File: config.mk
export PLATFORM = sky130hd
export DESIGN_NAME = sleep_ctrl
export DESIGN_NICKNAME = d
export VERILOG_FILES = /design/src/rtl/sleep_ctrl_pkg.sv /design/src/rtl/sleep_regs.sv /design/src/rtl/sleep_fsm.sv /design/src/rtl/sleep_gate.sv /design/src/rtl/sleep_ctrl.sv
export SDC_FILE = /design/constraint.sdc
export NUM_CORES = 1
export LEC_CHECK = 0
export ABC_AREA = 1
export BUFFER_PORTS_ARGS = -buffer_cell sky130_fd_sc_hd__buf_2
export CAP_MARGIN = 20
export CORE_MARGIN = 2
export CORE_UTILIZATION = 49
export DETAILED_ROUTE_END_ITERATION = 8
export GPL_ROUTABILITY_DRIVEN = 0
export PLACE_DENSITY = 0.75
export SLEW_MARGIN = 20
export SYNTH_ARGS = -nofsm -noshare
export SYNTH_HDL_FRONTEND = slang
export SYNTH_SLANG_ARGS = --single-unit
export TNS_END_PERCENT = 20
File: constraint.sdc
create_clock -name clk -period 1.3 [get_ports clk]
set_input_delay 0.26 -clock clk [delete_from_list [all_inputs] [get_ports clk]]
set_output_delay 0.26 -clock clk [all_outputs]
set_load 0.01 [all_outputs]
File: src/rtl/sleep_ctrl_pkg.sv
package sleep_ctrl_pkg;

    localparam int DATA_W = 8;
    localparam int ADDR_W = 2;

    // bit positions decoded by the controller
    localparam int EN_POS   = 5;  // address 0
    localparam int SEL1_POS = 4;  // address 0
    localparam int SEL2_POS = 5;  // address 1
    localparam int SEL0_POS = 7;  // address 2

    localparam logic [ADDR_W-1:0] A_CTRL = 2'd0;
    localparam logic [ADDR_W-1:0] A_STAT = 2'd1;
    localparam logic [ADDR_W-1:0] A_EXT  = 2'd2;

    typedef enum logic [1:0] {
        ST_RUN,
        ST_SLEEP,
        ST_STARTUP,
        ST_HALT
    } slp_state_e;

    typedef enum logic [1:0] {
        MODE_IDLE,
        MODE_PDOWN,
        MODE_STBY
    } slp_mode_e;

    typedef struct packed {
        logic [DATA_W-1:0] ext;
        logic [DATA_W-1:0] stat;
        logic [DATA_W-1:0] ctrl;
    } reg_bank_t;

    function automatic slp_mode_e decode_mode(input logic [2:0] sel);
        case (sel)
            3'b010:  return MODE_PDOWN;
            3'b110:  return MODE_STBY;
            default: return MODE_IDLE;
        endcase
    endfunction

endpackage

File: src/rtl/sleep_regs.sv
module sleep_regs
    import sleep_ctrl_pkg::*;
(
    input  logic              clk,
    input  logic              rst_n,
    input  logic              wr_en,
    input  logic [ADDR_W-1:0] addr,
    input  logic [DATA_W-1:0] wdata,
    output logic [DATA_W-1:0] rdata,
    output logic              sleep_en,
    output logic [2:0]        mode_sel
);

    reg_bank_t bank_d, bank_q;

    always_comb begin
        bank_d = bank_q;
        if (wr_en) begin
            case (addr)
                A_CTRL:  bank_d.ctrl = wdata;
                A_STAT:  bank_d.stat = wdata;
                A_EXT:   bank_d.ext  = wdata;
                default: bank_d = bank_q;
            endcase
        end
    end

    always_ff @(posedge clk or negedge rst_n) begin
        if (!rst_n) bank_q <= '0;
        else        bank_q <= bank_d;
    end

    always_comb begin
        case (addr)
            A_CTRL:  rdata = bank_q.ctrl;
            A_STAT:  rdata = bank_q.stat;
            A_EXT:   rdata = bank_q.ext;
            default: rdata = '0;
        endcase
    end

    assign sleep_en = bank_q.ctrl[EN_POS];
    assign mode_sel = {bank_q.stat[SEL2_POS], bank_q.ctrl[SEL1_POS], bank_q.ext[SEL0_POS]};

    // contents only move on a write
    p_hold_r10: assert property (@(posedge clk) disable iff (!rst_n)
        !wr_en |=> $stable(bank_q));

    // the unused address is not backed by storage
    p_addr3_r2: assert property (@(posedge clk) disable iff (!rst_n)
        (wr_en && addr == 2'd3) |=> $stable(bank_q));

endmodule

File: src/rtl/sleep_fsm.sv
module sleep_fsm
    import sleep_ctrl_pkg::*;
#(
    parameter int HALT_CYCLES = 4
) (
    input  logic       clk,
    input  logic       rst_n,
    input  logic       sleep_en,
    input  logic [2:0] mode_sel,
    input  logic       sleep_req,
    input  logic       irq_wake,
    input  logic       osc_ready,
    output slp_state_e state,
    output slp_mode_e  mode,
    output logic       resume_at_reset
);

    localparam int CNT_W = (HALT_CYCLES > 1) ? $clog2(HALT_CYCLES) : 1;
    localparam logic [CNT_W-1:0] CNT_LAST = CNT_W'(HALT_CYCLES - 1);

    typedef struct packed {
        slp_state_e       state;
        logic [CNT_W-1:0] cnt;
        slp_mode_e        mode;
        logic             resume;
    } fsm_t;

    fsm_t fsm_d, fsm_q;

    always_comb begin
        fsm_d = fsm_q;
        case (fsm_q.state)
            ST_RUN: begin
                if (sleep_req && sleep_en) begin
                    fsm_d.state = ST_SLEEP;
                    fsm_d.mode  = decode_mode(mode_sel);
                end
            end
            ST_SLEEP: begin
                if (irq_wake) begin
                    fsm_d.cnt = '0;
                    if (fsm_q.mode == MODE_PDOWN) fsm_d.state = ST_STARTUP;
                    else                          fsm_d.state = ST_HALT;
                end
            end
            ST_STARTUP: begin
                if (osc_ready) begin
                    fsm_d.state = ST_HALT;
                    fsm_d.cnt   = '0;
                end
            end
            ST_HALT: begin
                if (fsm_q.cnt == CNT_LAST) begin
                    fsm_d.state  = ST_RUN;
                    fsm_d.resume = 1'b0;
                end else begin
                    fsm_d.cnt = fsm_q.cnt + 1'b1;
                end
            end
            default: fsm_d.state = ST_RUN;
        endcase
    end

    always_ff @(posedge clk or negedge rst_n) begin
        if (!rst_n) begin
            fsm_q.state  <= ST_RUN;
            fsm_q.cnt    <= '0;
            fsm_q.mode   <= MODE_IDLE;
            fsm_q.resume <= 1'b1;
        end else begin
            fsm_q <= fsm_d;
        end
    end

    assign state           = fsm_q.state;
    assign mode            = fsm_q.mode;
    assign resume_at_reset = fsm_q.resume;

    // strobe without enable keeps the core running
    p_no_enable_r3: assert property (@(posedge clk) disable iff (!rst_n)
        (fsm_q.state == ST_RUN && sleep_req && !sleep_en) |=> fsm_q.state == ST_RUN);

    // strobe with enable enters sleep
    p_enter_r3: assert property (@(posedge clk) disable iff (!rst_n)
        (fsm_q.state == ST_RUN && sleep_req && sleep_en) |=> fsm_q.state == ST_SLEEP);

    // halt window is not cut short
    p_halt_len_r6: assert property (@(posedge clk) disable iff (!rst_n)
        (fsm_q.state == ST_HALT && fsm_q.cnt != CNT_LAST) |=> fsm_q.state == ST_HALT);

    // start-up waits for the oscillator
    p_startup_r7: assert property (@(posedge clk) disable iff (!rst_n)
        (fsm_q.state == ST_STARTUP && !osc_ready) |=> fsm_q.state == ST_STARTUP);

    // selector only falls at the end of a wake
    p_resume_r8: assert property (@(posedge clk) disable iff (!rst_n)
        $fell(fsm_q.resume) |-> $past(fsm_q.state) == ST_HALT);

    // interrupt while running does nothing
    p_run_irq_r9: assert property (@(posedge clk) disable iff (!rst_n)
        (fsm_q.state == ST_RUN && !sleep_req) |=> fsm_q.state == ST_RUN);

endmodule

File: src/rtl/sleep_gate.sv
module sleep_gate
    import sleep_ctrl_pkg::*;
#(
    parameter int N_DOMAINS = 2
) (
    input  slp_state_e           state,
    input  slp_mode_e            mode,
    output logic                 core_halt,
    output logic                 cpu_clk_en,
    output logic [N_DOMAINS-1:0] io_clk_en,
    output logic                 osc_en
);

    logic asleep;
    logic io_off;

    always_comb begin
        asleep     = (state == ST_SLEEP) || (state == ST_STARTUP);
        io_off     = asleep && (mode != MODE_IDLE);
        core_halt  = (state != ST_RUN);
        cpu_clk_en = (state == ST_RUN);
        osc_en     = !((state == ST_SLEEP) && (mode == MODE_PDOWN));
    end

    for (genvar g = 0; g < N_DOMAINS; g++) begin : g_dom
        assign io_clk_en[g] = !io_off;
    end

endmodule

File: src/rtl/sleep_ctrl.sv
module sleep_ctrl
    import sleep_ctrl_pkg::*;
#(
    parameter int HALT_CYCLES = 4,
    parameter int N_DOMAINS   = 2
) (
    input  logic                 clk,
    input  logic                 rst_n,
    input  logic                 bus_wr,
    input  logic [1:0]           bus_addr,
    input  logic [7:0]           bus_wdata,
    output logic [7:0]           bus_rdata,
    input  logic                 sleep_req,
    input  logic                 irq_wake,
    input  logic                 osc_ready,
    output logic                 core_halt,
    output logic                 cpu_clk_en,
    output logic [N_DOMAINS-1:0] io_clk_en,
    output logic                 osc_en,
    output logic                 resume_at_reset
);

    logic       sleep_en;
    logic [2:0] mode_sel;
    slp_state_e state;
    slp_mode_e  mode;

    sleep_regs u_regs (
        .clk      (clk),
        .rst_n    (rst_n),
        .wr_en    (bus_wr),
        .addr     (bus_addr),
        .wdata    (bus_wdata),
        .rdata    (bus_rdata),
        .sleep_en (sleep_en),
        .mode_sel (mode_sel)
    );

    sleep_fsm #(.HALT_CYCLES(HALT_CYCLES)) u_fsm (
        .clk             (clk),
        .rst_n           (rst_n),
        .sleep_en        (sleep_en),
        .mode_sel        (mode_sel),
        .sleep_req       (sleep_req),
        .irq_wake        (irq_wake),
        .osc_ready       (osc_ready),
        .state           (state),
        .mode            (mode),
        .resume_at_reset (resume_at_reset)
    );

    sleep_gate #(.N_DOMAINS(N_DOMAINS)) u_gate (
        .state      (state),
        .mode       (mode),
        .core_halt  (core_halt),
        .cpu_clk_en (cpu_clk_en),
        .io_clk_en  (io_clk_en),
        .osc_en     (osc_en)
    );

    // a stopped oscillator always comes with a halted core and gated domains
    p_osc_off_r5: assert property (@(posedge clk) disable iff (!rst_n)
        !osc_en |-> (core_halt && io_clk_en == '0));

endmodule

==> results of run 1 <==
tightest hold or removal path, delay by kind of cell:
kind / cells / cell delay [ps]
AOI/OAI and AO/OA: 1 / 120
buffers and inverters: 2 / 130
Yosys cell counts:
| library cell | number | area, µm² |
|---|---|---|
| nand3_1 | 11 | 55.1 |
| nor2_1 | 2 | 7.51 |
| ha_1 | 6 | 75.1 |
| buf_4 | 2 | 15.0 |
| a21boi_0 | 1 | 7.51 |
| inv_2 | 1 | 3.75 |
| o211ai_1 | 1 | 7.51 |
| a21oi_1 | 1 | 5.00 |
| o21ai_1 | 8 | 40.0 |
| inv_4 | 1 | 6.26 |
| o31ai_1 | 2 | 15.0 |
| nand2_2 | 6 | 37.5 |
| o21ai_0 | 1 | 5.00 |
| nand4_1 | 3 | 18.8 |
| dfstp_2 | 1 | 26.3 |
| nand2_1 | 66 | 248 |
| dfrtp_1 | 30 | 751 |
| nand2_4 | 2 | 22.5 |
| o21ai_2 | 16 | 140 |
| inv_1 | 19 | 71.3 |
| buf_6 | 2 | 22.5 |
| nor2_4 | 2 | 22.5 |
cell type report:
class                           count  area share
Timing Repair Buffer               41       0.134
Clock buffer                        7      0.0226
Clock inverter                      1     0.00251
Sequential cell                    31       0.390
Inverter                           21      0.0408
Multi-Input combinational cell    128       0.383
Tap cell                           44      0.0276
layer usage:
layer	GRT usage	vias to the layer above	share of wire
met4	0.0901	0	0.023
met5	0	-	0
met3	0.0441	10	0.033
met2	0.356	27	0.50
met1	0.248	622	0.44
li1	-	672	-
registers in the layout, indices dropped and copies added (netlist names):
register	flops
u_fsm.resume_at_reset	1
u_fsm.fsm_q	2
u_regs.mode_sel	3
u_fsm.state	2
u_regs.bank_q	20
u_fsm.mode	2
u_regs.sleep_en	1
worst paths after layout:
check                                        end                  start
max                                 io_clk_en[1]         u_fsm.state[0]
min                             u_regs.bank_q[8]           bus_wdata[0]
max reg2reg                       u_fsm.fsm_q[4]         u_fsm.state[0]
min reg2reg                u_fsm.resume_at_reset  u_fsm.resume_at_reset
max in group asynchronous  u_fsm.resume_at_reset                  rst_n
min in group asynchronous       u_regs.bank_q[0]                  rst_n
timing repair:
| action | in CTS | in global routing |
|---|---|---|
| setup endpoints to repair | 8 | 16 |
| buffers inserted | 7 | 2 |
| pin swaps | 5 | 7 |
| hold endpoints to repair | 30 | 0 |
| hold buffers | 1 | 0 |
| resized for setup | 16 | 6 |
power groups by stage:
stage / sequential, mW / combinational, mW / clock (mW)
2_1_floorplan: 1.31 / 0.830 / 0
3_3_place_gp: 1.33 / 1.09 / 0
3_5_place_dp: 1.34 / 1.11 / 0
4_1_cts: 1.31 / 1.45 / 0.540
5_1_grt: 1.35 / 1.81 / 0.590
6_report: 1.32 / 1.60 / 0.528
kinds of logic (layout without fill, tap and decap cells):
family,after synthesis,count (layout),synth area share
AND/OR/NAND/NOR,92,92,0.257
flip-flops,31,31,0.485
AO/OA/AOI/OAI,30,30,0.137
buffers and inverters,25,70,0.0742
adder cells (fa/ha/maj),6,6,0.0468
==> out/results.txt, run 1 <==
The number of warnings issued by yosys came out at 0. The final critical-path setup slack is -240 ps. The final worst clock skew was 7.03 ps. The design internal power is 2.17 mW, and the fraction of final layout cells sized beyond drive strength 1 is 0.402.

The setup violation total in the final timing report was 10; the number of antenna violations at the first check in global routing was 0. The worst path required time came out at 1040 ps. The checks that failed: setup timing. The tools report the final core area utilization as 0.647. TritonCTS built the clock tree. Total of max-cap violations: 0. The longest clock path from root to sink contains 2 buffers. For this design the top-level I/O count stands at 30. Among cell families on the critical path, the largest total delay comes from flip-flops. The total power after layout came out at 3.45 mW. In the final layout, flip-flops and latches occupy 777 µm².

After global routing the overflow that remains totals 0. The smallest clock period supported by the final layout is computed as 1540 ps. The signal on the critical path passes through inv_2 > ha_4 > o21ai_2 > buf_2.

Across all register-to-register paths, the minimum setup slack is -100 ps. In this run the remaining antenna-violating nets after routing total 0. The vias per cell works out to 4.88. The power spent charging and discharging nets was 1.29 mW.

The critical path endpoint category is an output port. The sequential cell fraction of total power is 0.383, and the post-route cell area is 0.00199 mm². The overall die height was 61.2 µm. The slew at the pin closest to its max-slew limit is 392 ps.

The run gives 0.153 as the proportion of power drawn by the clock network. After the last flow step, the layout net total stands at 250. The tools report the max-slew headroom at the worst pin as 0.739. After filler insertion, the fill cell instance count of the layout stands at 280. The tools report the area after detailed placement as 0.00180 mm².

Critical path start-end classification: register to output port. The die extent in x is 61.2 µm, and the areal power density over the cells is 1730 mW/mm². Summing every instance area after synthesis gives 0.00160 mm².

Summed over all cells, the static leakage comes to 1.02 nW. In this design, the stage delay of the slowest critical-path cell is 430 ps. The run gives 0 as the count of final hold-check violations. Summing all multi-input logic gate instances after layout gives 762 µm².

The logs give 219 ps for the worst hold slack and 330 ps for the insertion delay to the later sink of the worst-skew pair. The total wire length after detailed routing is 3240 µm. The maximum fanout count along the critical path works out to 4.

The clock sink total is 31. The first-pass GRT wire length came out at 5480 µm. The run finished, with violations left. The fraction of the cycle the final worst path needs works out to 1.18. The logs give 4 for the number of iterations in the first detailed-routing pass and 184 for the gate count after technology mapping. The worst hold path passes through 3 cells.

VDD sags by at most 794 µV. Sequential-to-total area share from yosys stat: 0.485. From synthesis to final layout, the design area changed by 24.3%.

The region available for standard cell placement spans 0.00308 mm². The logs give 1,331 for the detailed-route via count and 54 for the number of DRC violations after detailed-routing iteration 0. STA classifies the critical path startpoint as a register.

Global router's overall resource usage: 0.206. Counting distinct cell types in the post-synthesis netlist gives 22. Counting both buffers and inverters, the worst setup path holds a total of 2.

The number of clock buffers added by TritonCTS is 5. The run gives -1230 ps as the accumulated negative setup slack. After detailed routing, the average wire length per cell comes to 11.9 µm.

For the via count of the first global-routing pass, the log shows 1,255. For the row count, the log shows 20. The switching power share of the total was 0.373; the final max-slew violation count was 0.

The largest individual stage delay along the critical path comes from the cell dfrtp_1. The pre-CTS setup slack was 27.5 ps; the final standard cell count with taps included and fillers excluded was 273. The cell chosen for the clock root was clkbuf_4. Setup repair after global routing could not meet its margin everywhere. The worst hold path belongs to the class input pin to register. The critical path runs through a total of 4 cells.

Measured in cells, the most critical reg-to-reg path has a length of 9. Entering global routing, the biggest net connects 32 pins. The number of nets in the synthesized netlist is 206.

The wire-length estimate of the detail-placed layout is 2060 µm. The initial core utilization is 0.521, and the maximum achievable frequency is 649 MHz. The commonest non-fill, non-tap cell in the layout was nand2_1.

For this run, design rule violations remaining after detail routing come to 0. The floorplan step defined a die boundary enclosing 0.00374 mm². In this run, placement finished with an instance count of 255. Leaving out fill and tap cells, the most frequent cells in the layout are nand2_1 (63), dfrtp_1 (30), buf_2 (25), o21ai_2 (17), inv_1 (14).

The H-tree level count was 2. The register bit count reported by yosys is 31. At the worst endpoint, the arrival time is 1280 ps.

For the combinational share of power, the log shows 0.464. The number of antenna diodes in the final layout is 0. Mean instance size in the synthesized netlist: 8.71 µm².

The clock-pin slew on the worst setup and hold paths came out at 90 ps. Buffers placed on the I/O ports in this run total 29.
Note: power is estimated with default switching activity, not from simulation.
==> run 2: changes to the inputs <==
Settings changed: CORE_UTILIZATION 49 to 30, PLACE_DENSITY 0.75 to not set.
==> out/results.txt, run 2 (synthesized netlist as in run 1, its figures left out) <==
The run gives 0.00514 mm² (+67%) as the placeable core area. Setup repair after global routing could not meet its margin everywhere. The worst setup path is captured at an output port. The count of input and output buffers was 29 (unchanged). The accumulated negative setup slack was -623 ps (+604 ps). The critical path goes through inv_2 > ha_4 > o21ai_2 > buf_2. The areal power density over the cells works out to 1750 mW/mm² (+0.75%). The final standard cell count with taps included and fillers excluded was 296 (+8.4%). The remaining routing DRC violations was 0 (unchanged).

The average wire per cell in the routed design works out to 11.1 µm (-5.9%). The register with the most flip-flops in the final layout is u_regs.bank_q. The final critical-path setup slack is -143 ps (+96.3 ps), and the die extent in x is 77.1 µm (+26%).

The tools report the via count of the first global-routing pass as 1,243 (-0.96%). The maximum fanout count along the critical path was 3 (-1); the half-perimeter wire length after placement was 2260 µm (+9.5%). The fraction of the cycle the final worst path needs is 1.11 (-0.0741), and the maximum clock path buffer count is 2 (unchanged).

Maximum achievable frequency: 693 MHz (+6.7%). The logs give 32 (unchanged) for the pin count of the biggest net entering global routing and 0 (unchanged) for the final max-slew violation count. The count of antenna-violating nets left after detailed routing is 0 (unchanged), and the worst hold path depth is 3 (unchanged).

Total of max-cap violations: 0 (unchanged). The insertion delay to the later sink of the worst-skew pair was 280 ps (-50 ps); the row count was 26 (+30%). The checks that failed: setup timing. The worst hold slack came out at 269 ps (+50.4 ps). The total wire length after detailed routing was 3300 µm (+2.0%).

For the worst path required time, the log shows 1040 ps (about the same). The post-route cell area came out at 0.00204 mm² (+2.6%). The worst setup path is launched from a register. The worst hold path startpoint was bus_wdata[6]. The logs give 4 (unchanged) for the number of iterations in the first detailed-routing pass and 0 (unchanged) for the total global routing overflow.

First-pass GRT wire length: 5630 µm (+2.8%). The tools report the worst hold path endpoint as u_regs.bank_q[22]. Final worst clock skew: 1.52 ps (-5.51 ps). The number of top-level pins was 30 (unchanged); the flip-flop count of the largest register, all copies and words added was 20 (unchanged).

For the count of antenna diodes in the layout, the log shows 0 (unchanged). The overall die height was 77.1 µm (+26%); the slew at the pin closest to its max-slew limit was 301 ps (-90.7 ps). The library cell used most frequently in the layout, excluding fill and tap cells, is nand2_1.

TritonCTS built the clock tree. The count of cells along the worst register-to-register path works out to 7 (-2). Net total in the final layout: 247 (-1.2%). The peak ir drop on the vdd network was 907 µV (+14%).

Compared with the post-synthesis result, the final layout area differs by 27.5%. CTS placed an instance of clkbuf_8 at the clock tree root. The count of final hold-check violations came out at 0 (unchanged). Critical path start-end classification: register to output port.

Number of placed cells counting well taps: 280 (+9.8%). Kind of path behind the tightest hold check: input pin to register. The tools report the initial core utilization as 0.312 (-0.209). For the number of DRC violations after detailed-routing iteration 0, the log shows 25 (-54%).

The fraction of final layout cells sized beyond drive strength 1 was 0.389 (-0.0124); the area of the die was 0.00594 mm² (+59%). For this design, the slowest cell found on the critical path is dfrtp_2. The max-slew headroom at the worst pin is 0.799 (+0.0598), and the detailed-route via count is 1,280 (-3.8%). The stage delay of the slowest cell on the critical path is 430 ps (about the same), and the area after detailed placement is 0.00183 mm² (+2.1%). In the layout the commonest cells are nand2_1 (63), dfrtp_1 (29), buf_2 (26), o21ai_2 (17), inv_1 (14). The worst register-to-register path begins at u_fsm.state[0].

The flow ran to the end, but the final reports show violations. The final core area utilization came out at 0.398 (-0.250). Global router's overall resource usage: 0.120 (-0.0860).

Number of buffers created by CTS: 5 (unchanged). The setup slack of the worst register-to-register path was -60 ps (+40 ps). The clock-pin slew on the worst setup and hold paths is 60 ps (-30 ps), and the vias per cell is 4.32 (-11%). The tools report the clock sink total as 31 (unchanged). The endpoint identified for the worst register-to-register timing path is u_fsm.fsm_q[3]. The H-tree level count was 2 (unchanged). The final period demand of the worst path works out to 1440 ps (-96.3 ps).

The run gives 9 (-1) as the setup violation total in the final timing report. The number of antenna violations at the first check in global routing was 0 (unchanged); the arrival time of the worst setup path was 1180 ps (-100 ps). The cell leakage power is 1.04 nW (+1.1%).
-- run 2: how the worst max path moves through the flow --
| stage | start | endpoint | cells after the start | slack [ps] |
|---|---|---|---|---|
| floorplan | u_fsm.state[0] | io_clk_en[1] | 4 | 40 |
| detailed placement | u_fsm.state[0] | u_fsm.fsm_q[3] | 8 | -20 |
| CTS | u_fsm.state[0] | io_clk_en[1] | 4 | -150 |
| global placement | u_fsm.state[0] | u_fsm.fsm_q[3] | 7 | 10 |
| finish | u_fsm.state[0] | io_clk_en[0] | 4 | -140 |
| global route | u_fsm.state[1] | osc_en | 4 | -190 |
-- run 2: what timing repair did --
item / 4_1_cts / 5_1_grt
hold endpoints to repair: 30 / 0
hold buffers: 1 / 0
gates cloned: 0 / 0
pin swaps: 5 / 6
gates resized for setup: 8 / 9
endpoints found under the setup margin: 8 / 16
setup buffers: 7 / 0
-- run 2: layout make-up --
type / instances / area [µm²]
Clock buffer: 8 / 100
Fill cell: 563 / 3100
Inverter: 21 / 81.3
Multi-Input combinational cell: 128 / 753
Sequential cell: 31 / 778
Tap cell: 70 / 87.6
Timing Repair Buffer: 38 / 243
-- run 2: layer usage --
metal	wire [µm]	share of wire	GRT usage	vias up
met3	122	0.037	0.0318	9
met1	1580	0.48	0.150	578
met5	0	0	0	-
met2	1510	0.46	0.189	25
met4	86	0.026	0.0643	0
li1	-	-	-	668
-- run 2: worst max-delay path: cells and delay by family (launching register included) --
kind	cells	cell delay, ps
flip-flops	1	430
buffers and inverters	2	220
AO/OA/AOI/OAI	1	50
adder cells (fa/ha/maj)	1	200
-- run 2: where the power goes --
group	switching (mW)	internal (mW)	total (mW)	leakage (nW)
logic	0.742	0.677	1.42	0.598
clock network	0.345	0.482	0.828	0.0515
registers	0.148	1.17	1.32	0.387
total	1.23	2.33	3.57	1.04
-- run 2: stage by stage --
stage | total power [mW] | setup slack [ps]
finish | 3.57 | -143
global placement | 2.41 | 10.3
global route | 3.84 | -191
detailed placement | 2.44 | -23.3
floorplan | 2.14 | 40.2
CTS | 3.54 | -151
==> run 3: changes to the inputs <==
Settings changed: PLACE_DENSITY set to 0.46, SKIP_LAST_GASP set to 1.
==> out/results.txt, run 3 (synthesized netlist as in run 1, its figures left out) <==
Register with the most flip-flops: u_regs.bank_q. The tools report the final worst clock skew as 4.17 ps (+2.65 ps). The run gives 0 (unchanged) as the number of antenna violations at the first check in global routing.

The startpoint identified for the worst register-to-register timing path is u_fsm.state[0]. The tools report the filler cell count in the final layout as 560 (-0.53%). Setup repair after global routing could not meet its margin everywhere.

The half-perimeter wire length after placement was 2380 µm (+5.3%); the overall die height was 77.1 µm (unchanged). Total global routing overflow: 0 (unchanged). For the setup slack of the worst register-to-register path, the log shows -80 ps (-20 ps).

Category of cells accounting for the largest share of critical-path delay: flip-flops. For the net total in the final layout, the log shows 252 (+2.0%). The total wire length after detailed routing was 3520 µm (+6.6%); the clock sink total was 31 (unchanged). The remaining routing DRC violations was 0 (unchanged); the initial core utilization was 0.312 (unchanged). For the number of top-level pins, the log shows 30 (unchanged). The number of placed cells counting well taps came out at 283 (+1.1%). The number of iterations in the first detailed-routing pass was 4 (unchanged). The run gives 11.1 ps (+34.3 ps) as the pre-CTS setup slack.

The kind of path behind the tightest hold check was input pin to register. The logs give 0.365 (-0.005) for the sequential cell fraction of total power and 777 µm² (-0.16%) for the sequential standard cell area. The first-pass GRT wire length is 5960 µm (+5.9%), and the power spent charging and discharging nets is 1.30 mW (+5.0%).

The slew at the pin closest to its max-slew limit was 288 ps (-13.3 ps). The combinational share of power came out at 0.436 (+0.038). The buffer and inverter count on the worst path came out at 2 (unchanged). The proportion of power drawn by the clock network is 0.199 (-0.033).

The tools report the footprint of the multi-input gates as 788 µm² (+4.7%). The flip-flop count of the largest register, all copies and words added works out to 20 (unchanged). The critical path start-end classification was register to output port.

The fraction of final layout cells sized beyond drive strength 1 came out at 0.394 (+0.00456). The worst hold path endpoint is u_regs.bank_q[11]. The count of final hold-check violations came out at 0 (unchanged). The worst hold path depth is 3 (unchanged). TritonCTS built the clock tree. The H-tree level count is 2 (unchanged). The run finished, with violations left. The synthesis-to-layout area growth is 29.9%. The final reports fail on setup timing. The vias per cell is 4.35 (+0.64%), and the die extent in x is 77.1 µm (unchanged). For the final standard cell count with taps included and fillers excluded, the log shows 301 (+1.7%).

The maximum fanout count along the critical path was 3 (unchanged). The tools report the maximum achievable frequency as 685 MHz (-1.1%). The average wire per cell in the routed design works out to 11.7 µm (+4.9%).

The run gives 0.00594 mm² (unchanged) as the area of the die. Via count of the first global-routing pass: 1,294 (+4.1%). Detailed-route via count: 1,310 (+2.3%). The final critical-path setup slack was -160 ps (-16.7 ps). The max-slew headroom at the worst pin is 0.808 (+0.00914), and the peak ir drop on the vdd network is 629 µV (-31%). Count of input and output buffers: 29 (unchanged). The run gives 30 (+20%) as the number of DRC violations after detailed-routing iteration 0. The final period demand of the worst path is 1460 ps (+16.7 ps), and the areal power density over the cells is 1720 mW/mm² (-1.4%). In the layout the commonest cells are nand2_1 (60), dfrtp_1 (30), buf_2 (29), o21ai_2 (17), inv_1 (16). The worst setup path is captured at an output port. Insertion delay to the later sink of the worst-skew pair: 280 ps (about the same). The capture point of the worst reg-to-reg path is u_fsm.state[0].

For the placeable core area, the log shows 0.00514 mm² (unchanged). The cell leakage power was 1.05 nW (+1.4%). The tools report the worst hold path startpoint as bus_wdata[3]. The met2 wire length is 1660 µm (+10%). The routed length on met1 was 1660 µm (+5.1%); the row count was 26 (unchanged).

Clock-pin slew on the worst setup and hold paths: 60 ps (about the same). The critical path goes through buf_4 > ha_2 > nand3_1 > buf_2. The pin count of the biggest net entering global routing came out at 32 (unchanged). The count of antenna-violating nets left after detailed routing is 0 (unchanged). The maximum clock path buffer count is 2 (unchanged).

The tools report the design internal power as 2.29 mW (-2.0%). For the count of antenna diodes in the layout, the log shows 0 (unchanged). The run gives 5 (unchanged) as the number of buffers created by CTS. The run gives 1200 ps (+20 ps) as the arrival time of the worst setup path. The count of cells along the worst register-to-register path is 7 (unchanged). The worst path required time was 1040 ps (about the same).

STA classifies the critical path startpoint as a register. The highest signal layer in the routed design is met4. Leaving out fill and tap cells, the most frequent cell in the layout is nand2_1.

Switching power share of the total: 0.362 (+0.0157). The logs give 0 (unchanged) for the total of max-cap violations and 0 (unchanged) for the final max-slew violation count. The setup violation total in the final timing report was 9 (unchanged); the fraction of the cycle the final worst path needs was 1.12 (+0.0128). The cell with the largest stage delay on the worst path is dfrtp_1.

Detailed-routed wire length on met3: 129 µm (+5.7%). The tree is rooted in a clkbuf_8. The tools report the global router's overall resource usage as 0.129 (+0.00926). The stage delay of the slowest cell on the critical path came out at 410 ps (-20 ps).
## run 3: cell count changes in the layout (fill, tap and decap cells not counted), sizes merged
cell	previous run	this run
buf	37	42
## run 3: timing repair
item | 4_1_cts | 5_1_grt
endpoints found under the setup margin | 6 | 17
gates cloned | 0 | 0
hold buffers | 1 | 0
pin swaps | 1 | 5
hold endpoints to repair | 30 | 0
setup buffers | 7 | 2
resized for setup | 3 | 17
## run 3: worst max-delay path by stage
stage | from | endpoint | slack [ps] | cells past startpoint
after floorplan | u_fsm.state[0] | io_clk_en[1] | 40 | 4
after global placement | bus_addr[1] | bus_rdata[5] | 6 | 6
after detailed placement | bus_addr[1] | bus_rdata[5] | 10 | 6
after CTS | u_fsm.state[0] | osc_en | -170 | 4
after global routing | u_fsm.state[0] | osc_en | -220 | 4
final | u_fsm.state[0] | osc_en | -160 | 4
## run 3: metrics by stage
stage,utilization,area [µm²],hold WS [ps],setup TNS [ps],power (mW)
floorplan,-,1620,-35.6,0,2.14
global placement,0.361,1860,231,0,2.47
detailed placement,0.361,1860,233,0,2.47
CTS,0.389,2000,274,-1100,3.38
global route,0.405,2080,291,-1470,3.86
finish,0.405,2080,275,-755,3.58
## run 3: power groups by stage
stage	registers (mW)	logic, mW	clock network, mW
after global placement	1.34	1.13	0
final	1.31	1.56	0.711
after floorplan	1.31	0.830	0
after CTS	1.31	1.33	0.745
after detailed placement	1.34	1.13	0
after global routing	1.33	1.73	0.794
## run 3: area by class of cell
cell class                 count  share of cell area
sequential                    31               0.373
timing repair buffer          43               0.127
tap                           70              0.0421
clock buffer                   8              0.0385
multi-input combinational    128               0.379
inverter                      21              0.0403
## run 3: worst reg2reg max path, cell delays in order (launching register included)
cell and delay (ps):
dfrtp_1 410, buf_4 150, buf_4 120, ha_1 190
nand2_2 90, nand4_1 150, nand2_1 100, nand2_1 60
## run 3: metal layers
layer	up-vias	GRT usage
met5	-	0
met4	0	0.0589
met3	6	0.0400
met2	26	0.215
met1	600	0.153
li1	678	-
